## config.mk

```make
export PLATFORM = sky130hd
export DESIGN_NAME = laps_tx_encap
export DESIGN_NICKNAME = d
export VERILOG_FILES = /design/src/rtl/laps_tx_pkg.sv /design/src/rtl/laps_crc32_byte.sv /design/src/rtl/laps_octet_escape.sv /design/src/rtl/laps_hdr_select.sv /design/src/rtl/laps_tx_encap.sv
export SDC_FILE = /design/constraint.sdc
export NUM_CORES = 1
export LEC_CHECK = 0
export ABC_AREA = 1
export BUFFER_PORTS_ARGS = -buffer_cell sky130_fd_sc_hd__buf_2
export CORE_MARGIN = 2
export CORE_UTILIZATION = 30
export DETAILED_ROUTE_END_ITERATION = 8
export HOLD_SLACK_MARGIN = 0.05
export PLACE_DENSITY = 0.51
export SYNTH_ARGS = -nofsm -noshare
export SYNTH_HDL_FRONTEND = slang
export SYNTH_SLANG_ARGS = --single-unit
```

## constraint.sdc

```tcl
create_clock -name clk -period 3.5 [get_ports clk]
set_input_delay 0.175 -clock clk [delete_from_list [all_inputs] [get_ports clk]]
set_output_delay 0.175 -clock clk [all_outputs]
set_load 0.005 [all_outputs]
```

## src/rtl/laps_tx_pkg.sv

```systemverilog
package laps_tx_pkg;

    localparam int OCT_W = 8;
    localparam int CRC_W = 32;

    typedef enum logic [2:0] {
        ST_IDLE,
        ST_HDR,
        ST_PAY,
        ST_FCS,
        ST_CLOSE
    } laps_st_e;

endpackage

```

## src/rtl/laps_crc32_byte.sv

```systemverilog
module laps_crc32_byte #(
    parameter int                CRC_W = 32,
    parameter int                OCT_W = 8,
    parameter logic [CRC_W-1:0]  POLY  = 32'hEDB88320
) (
    input  logic [CRC_W-1:0] crc_in,
    input  logic [OCT_W-1:0] oct_in,
    output logic [CRC_W-1:0] crc_out
);

    // Reflected, bit-serial update unrolled over one octet, LSB first.
    always_comb begin
        logic [CRC_W-1:0] c;
        logic             fb;
        c = crc_in;
        for (int b = 0; b < OCT_W; b++) begin
            fb = c[0] ^ oct_in[b];
            c  = c >> 1;
            if (fb) begin
                c = c ^ POLY;
            end
        end
        crc_out = c;
    end

endmodule

```

## src/rtl/laps_octet_escape.sv

```systemverilog
module laps_octet_escape #(
    parameter int               OCT_W     = 8,
    parameter logic [OCT_W-1:0] FLAG      = 8'h7E,
    parameter logic [OCT_W-1:0] ESC       = 8'h7D,
    parameter logic [OCT_W-1:0] ESC_XOR   = 8'h20,
    parameter logic [OCT_W-1:0] FILL_CODE = 8'hDD
) (
    input  logic [OCT_W-1:0] raw_oct,
    input  logic             fill_req,
    output logic [OCT_W-1:0] first_oct,
    output logic             pair,
    output logic [OCT_W-1:0] second_oct
);

    always_comb begin
        first_oct  = raw_oct;
        pair       = 1'b0;
        second_oct = raw_oct ^ ESC_XOR;
        if (fill_req) begin
            first_oct  = ESC;
            pair       = 1'b1;
            second_oct = FILL_CODE;
        end else if ((raw_oct == FLAG) || (raw_oct == ESC)) begin
            first_oct = ESC;
            pair      = 1'b1;
        end
    end

endmodule

```

## src/rtl/laps_hdr_select.sv

```systemverilog
module laps_hdr_select #(
    parameter int OCT_W       = 8,
    parameter int SAPI_OCTETS = 2,
    parameter int IDX_W       = 2
) (
    input  logic [OCT_W-1:0]             addr,
    input  logic [OCT_W-1:0]             ctrl,
    input  logic [SAPI_OCTETS*OCT_W-1:0] sapi,
    input  logic [IDX_W-1:0]             idx,
    output logic [OCT_W-1:0]             hdr_oct,
    output logic                         hdr_last
);

    localparam int HDR_N = 2 + SAPI_OCTETS;

    logic [OCT_W-1:0] tbl [HDR_N];

    assign tbl[0] = addr;
    assign tbl[1] = ctrl;

    // Identifier octets: most significant first.
    generate
        for (genvar g = 0; g < SAPI_OCTETS; g++) begin : g_sapi
            assign tbl[2+g] = sapi[(SAPI_OCTETS-1-g)*OCT_W +: OCT_W];
        end
    endgenerate

    always_comb begin
        hdr_oct = '0;
        for (int k = 0; k < HDR_N; k++) begin
            if (idx == IDX_W'(k)) begin
                hdr_oct = tbl[k];
            end
        end
    end

    assign hdr_last = (idx == IDX_W'(HDR_N - 1));

endmodule

```

## src/rtl/laps_tx_encap.sv

```systemverilog
module laps_tx_encap
    import laps_tx_pkg::*;
#(
    parameter int                SAPI_OCTETS = 2,
    parameter logic [CRC_W-1:0]  CRC_POLY    = 32'hEDB88320,
    parameter logic [CRC_W-1:0]  CRC_INIT    = 32'hFFFF_FFFF,
    parameter logic [OCT_W-1:0]  FLAG        = 8'h7E,
    parameter logic [OCT_W-1:0]  ESC         = 8'h7D,
    parameter logic [OCT_W-1:0]  ESC_XOR     = 8'h20,
    parameter logic [OCT_W-1:0]  FILL_CODE   = 8'hDD
) (
    input  logic                         clk,
    input  logic                         rst_n,
    input  logic [OCT_W-1:0]             cfg_addr,
    input  logic [OCT_W-1:0]             cfg_ctrl,
    input  logic [SAPI_OCTETS*OCT_W-1:0] cfg_sapi,
    input  logic [OCT_W-1:0]             in_data,
    input  logic                         in_valid,
    input  logic                         in_last,
    output logic                         in_ready,
    output logic [OCT_W-1:0]             out_data
);

    localparam int HDR_N  = 2 + SAPI_OCTETS;
    localparam int FCS_N  = CRC_W / OCT_W;
    localparam int MAX_N  = (HDR_N > FCS_N) ? HDR_N : FCS_N;
    localparam int IDX_W  = (MAX_N > 1) ? $clog2(MAX_N) : 1;

    typedef struct packed {
        laps_st_e         st;
        logic [IDX_W-1:0] idx;
        logic [CRC_W-1:0] crc;
        logic             esc_pend;
        logic [OCT_W-1:0] esc_oct;
        logic [OCT_W-1:0] out;
    } enc_state_t;

    enc_state_t q, d;

    logic [OCT_W-1:0] hdr_oct;
    logic             hdr_last;
    logic [OCT_W-1:0] raw_oct;
    logic             fill_req;
    logic             emit;
    logic [CRC_W-1:0] crc_next;
    logic [OCT_W-1:0] esc_first;
    logic             esc_pair;
    logic [OCT_W-1:0] esc_second;

    laps_hdr_select #(
        .OCT_W      (OCT_W),
        .SAPI_OCTETS(SAPI_OCTETS),
        .IDX_W      (IDX_W)
    ) u_hdr (
        .addr    (cfg_addr),
        .ctrl    (cfg_ctrl),
        .sapi    (cfg_sapi),
        .idx     (q.idx),
        .hdr_oct (hdr_oct),
        .hdr_last(hdr_last)
    );

    laps_crc32_byte #(
        .CRC_W(CRC_W),
        .OCT_W(OCT_W),
        .POLY (CRC_POLY)
    ) u_crc (
        .crc_in (q.crc),
        .oct_in (raw_oct),
        .crc_out(crc_next)
    );

    laps_octet_escape #(
        .OCT_W    (OCT_W),
        .FLAG     (FLAG),
        .ESC      (ESC),
        .ESC_XOR  (ESC_XOR),
        .FILL_CODE(FILL_CODE)
    ) u_esc (
        .raw_oct   (raw_oct),
        .fill_req  (fill_req),
        .first_oct (esc_first),
        .pair      (esc_pair),
        .second_oct(esc_second)
    );

    // Octet source selection for the current cycle.
    always_comb begin
        raw_oct  = '0;
        fill_req = 1'b0;
        emit     = 1'b0;
        if (!q.esc_pend) begin
            unique case (q.st)
                ST_HDR: begin
                    raw_oct = hdr_oct;
                    emit    = 1'b1;
                end
                ST_PAY: begin
                    emit = 1'b1;
                    if (in_valid) begin
                        raw_oct = in_data;
                    end else begin
                        fill_req = 1'b1;
                    end
                end
                ST_FCS: begin
                    raw_oct = ~q.crc[q.idx*OCT_W +: OCT_W];
                    emit    = 1'b1;
                end
                default: ;
            endcase
        end
    end

    // Next-state computation.
    always_comb begin
        d = q;
        if (q.esc_pend) begin
            d.out      = q.esc_oct;
            d.esc_pend = 1'b0;
        end else begin
            unique case (q.st)
                ST_IDLE: begin
                    d.out = FLAG;
                    if (in_valid) begin
                        d.st  = ST_HDR;
                        d.idx = '0;
                        d.crc = CRC_INIT;
                    end
                end
                ST_HDR: begin
                    d.crc = crc_next;
                    if (hdr_last) begin
                        d.st  = ST_PAY;
                        d.idx = '0;
                    end else begin
                        d.idx = q.idx + 1'b1;
                    end
                end
                ST_PAY: begin
                    if (in_valid) begin
                        d.crc = crc_next;
                        if (in_last) begin
                            d.st  = ST_FCS;
                            d.idx = '0;
                        end
                    end
                end
                ST_FCS: begin
                    if (q.idx == IDX_W'(FCS_N - 1)) begin
                        d.st  = ST_CLOSE;
                        d.idx = '0;
                    end else begin
                        d.idx = q.idx + 1'b1;
                    end
                end
                ST_CLOSE: begin
                    d.out = FLAG;
                    d.st  = ST_IDLE;
                end
                default: begin
                    d.out = FLAG;
                    d.st  = ST_IDLE;
                end
            endcase
            if (emit) begin
                d.out      = esc_first;
                d.esc_pend = esc_pair;
                d.esc_oct  = esc_second;
            end
        end
    end

    always_ff @(posedge clk or negedge rst_n) begin
        if (!rst_n) begin
            q.st       <= ST_IDLE;
            q.idx      <= '0;
            q.crc      <= CRC_INIT;
            q.esc_pend <= 1'b0;
            q.esc_oct  <= '0;
            q.out      <= FLAG;
        end else begin
            q <= d;
        end
    end

    assign in_ready = (q.st == ST_PAY) && !q.esc_pend;
    assign out_data = q.out;

    AST_IDLE_FILL: assert property (@(posedge clk) disable iff (!rst_n)
        (q.st == ST_IDLE && !q.esc_pend) |=> (out_data == FLAG)) else $error("idle fill");
    AST_ACCEPT_NOT_FLAG: assert property (@(posedge clk) disable iff (!rst_n)
        (in_valid && in_ready) |=> (out_data != FLAG)) else $error("flag leak");
    AST_ESC_SECOND: assert property (@(posedge clk) disable iff (!rst_n)
        (out_data == ESC) |=> ((out_data == (FLAG ^ ESC_XOR)) || (out_data == (ESC ^ ESC_XOR))
                               || (out_data == FILL_CODE))) else $error("bad pair");
    AST_READY_GAP: assert property (@(posedge clk) disable iff (!rst_n)
        (in_valid && in_ready && ((in_data == FLAG) || (in_data == ESC))) |=> !in_ready)
        else $error("ready gap");
    AST_UNDERRUN_FILL: assert property (@(posedge clk) disable iff (!rst_n)
        (in_ready && !in_valid) |=> (out_data == ESC)) else $error("underrun fill");

endmodule

```

==> summary.md <==
| Metric | Value |
|---|---|
| Antenna diodes | `0` |
| Drt via density | `4.80` |
| WL final | `around 13 mm` |
| Synth top area cells | `dfstp_2 (22%), nand2_1 (15%), dfrtp_1 (8.9%)` |
| TNS Setup | `0 ns` |
| # port buffers | `52` |
| Reg2Reg Setup Slack | `approximately 0.36 ns` |
| Cells after synthesis | `approximately 630` |
| Grt total ovfl | `0` |
| Worst EP arrival | `3.39 ns` |
| Mapped cell area | `~0.0045 mm²` |
| DR WL/cell | `15.4 µm` |
| Slew Viols, Final | `0` |
| Crit-path slowest cell | `dfrtp_1` |
| Slowest stage delay, CP | `between 0.5 and 0.6 ns` |
| Area leader, netlist | `dfstp_2` |
| DR DRC count | `0` |
| Share of cells above drive strength 1 | `a little over a quarter` |
| Worst clock skew | `approximately 0.0097 ns` |
| Class of the worst hold path | `in2reg` |
| Max Root-Sink Buffers | `2` |
| H-tree levels | `2` |
| First-pass GRT wire length | `about 22 mm` |
| Number of synthesized register bits | `54` |
| Vias in the first global route | `~4000` |
| WHS | `approximately 0.25 ns` |
| Clk root buf | `clkbuf_16` |
| Fin crit period | `between 3 and 4 ns` |
| Reg2Reg Depth | `20` |
| Reg2reg end | `q[32]` |
| Distinct cells, synth | `40` |
| Max-cap viol count | `0` |
| DP HPWL | `between 10 and 15 mm` |
| CP max FO | `12` |
| Die Ht | `between 100 and 150 µm` |
| Die ar. | `around 0.016 mm²` |
| Hold path cells | `4` |
| Maximum clock frequency | `318 MHz` |
| Number of synthesized flops with an enable pin | `0` |
| Router iterations before antenna repair | `4` |
| # resized after CTS | `0` |
| List of most frequent post-synthesis cells | `nand2_1 (175), inv_1 (76), nand3_1 (65)` |
| Reg-to-Reg Start | `q[50]` |
| Slew at the pin closest to its max-slew limit | `0.907 ns` |
| Final Cycle Share | `about nine tenths` |
| Worst setup margin | `about 0.36 ns` |
| Post-DRT Antenna Nets | `0` |
| Warnings from Yosys | `0` |
| Crit path capture type | `flop` |
| Via count | `between 4000 and 5000` |
| Status | `finished clean` |
| Main synth FF type | `dfstp_2` |
| DP Worst Slack | `roughly 0.37 ns` |
| Final setup vio count | `0` |
| Clk slew on worst S/H paths | `~0.080 ns` |
| Global Route Usage Sum | `about 17%` |
| Placer Congestion | `0.846` |
| # fillers | `around 1600` |
| Worst hold endpoint | `q[13]` |
| Number of antenna violations at the first check in global routing | `0` |
| Post-synth top area share | `roughly 22%` |
| Clock Sink Count | `54` |
| Largest net degree at the start of global routing | `35` |
| Cell with the most instances after synthesis | `nand2_1` |
| Row cnt | `44` |
| Nets | `between 700 and 800` |
| Startpoint types | `flop` |
| HP Start | `in_data[5]` |
| CTS tree | `done` |
| Async SR Flop Fraction | `100%` |
| Post-synthesis sequential area ratio | `31.1%` |
| Top cell by count, worst path | `nand2_1` |
| Clk Latency, worst-skew pair | `between 0.3 and 0.4 ns` |
| Initial drt markers | `about 230` |
| Synth Net Count | `681` |
| IO Pins | `53` |
| Initial Utilization | `a little under a third` |
| Core area | `approximately 0.015 mm²` |
| Worst Path Required | `~3.8 ns` |
| RSZ-0062 raised after global routing | `no` |
| Rel. slew slack | `between 30% and 40%` |
| Die width | `between 100 and 150 µm` |
| Area Overhead vs Synth | `11.0%` |
| Syn Area/Cell | `just over 7 µm²` |
| Cells along the critical path | `inv_2 > ha_1 > inv_2 > nand2_1 > o211ai_2 > nand2_1 > nand2_1 > nand3_2 > nand2_2 > nand2_1 > nand2_2 > inv_1 > nand2_1 > nand2_1 > nand2_1 > nand2_1 > nand2_1 > nand3_1 > nand2_1 > inv_1` |
| Hold Fails Final Rpt | `0` |
| WS Path Type | `reg2reg` |
| TritonCTS Buffers | `5` |
stage by stage:
step	util (%)	instances	cell area [µm²]
6_report	34.2	858	4990
5_1_grt	34.2	858	4990
3_5_place_dp	33.1	849	4830
4_1_cts	34.2	858	4990
2_1_floorplan	-	633	4500
3_3_place_gp	33.1	849	4830
placed cells by master (no fill, tap or decap), types with 16 or more instances in the layout:
master / n
nand2_2: 23
xor2_1: 25
inv_1: 76
o21ai_0: 19
dfstp_2: 38
buf_2: 52
nor2_1: 45
nand2_1: 175
dfrtp_1: 16
a21oi_1: 23
nand3_1: 65
worst max-delay path: cells and delay by family, from the launching register on:
kind / cells / cell delay (ns)
DFF: 1 / 0.54
buffers and inverters: 4 / 0.62
adders and majority gates: 1 / 0.28
AOI/OAI and AO/OA: 1 / 0.06
and+or+nand+nor: 14 / 1.57
registers in the layout (all words and copies together), names as in the netlist:
| register | count |
|---|---|
| q | 46 |
| out_data | 8 |
timing repair:
| item | 4_1_cts | 5_1_grt |
|---|---|---|
| hold buffers | 1 | 0 |
| hold endpoints to repair | 7 | 0 |
| buffers inserted | 0 | 0 |
worst max-delay path by stage:
stage	endpoint	startpoint	slack, ns	cells after the start
after floorplan	q[43]	q[49]	1.09	22
after global placement	q[32]	q[50]	0.46	20
after detailed placement	q[32]	q[50]	0.37	20
after CTS	q[32]	q[50]	0.38	20
after global routing	q[42]	q[50]	0.07	20
final	q[32]	q[50]	0.36	20
routing by layer:
layer	GRT usage (%)	vias to the layer above	part of all wire, %
met2	28.8	94	48
li1	-	2074	-
met4	4.20	0	1.3
met3	2.24	11	4.1
met5	0	-	0
met1	23.5	1940	47
layout make-up:
| cell class | instances | area, µm² | share of cell area (%) |
|---|---|---|---|
| Multi-Input combinational cell | 466 | 2570 | 51.6 |
| Timing Repair Buffer | 58 | 308 | 6.17 |
| Inverter | 88 | 333 | 6.67 |
| Clock inverter | 3 | 23.8 | 0.476 |
| Clock buffer | 5 | 125 | 2.51 |
| Tap cell | 184 | 230 | 4.61 |
| Sequential cell | 54 | 1400 | 28.0 |
cell families after synthesis:
kind of cell	count (synthesis)	share of synthesized area (%)
compound gates	78	10.3
xor+xnor	29	6.15
fa+ha+maj	4	1.11
buf+inv	113	11.7
flops	54	31.1
simple gates	355	39.7
Power is left out: the tool's default activity adds up to more than one toggle a clock period on the data nets, which glitch-free logic cannot reach.
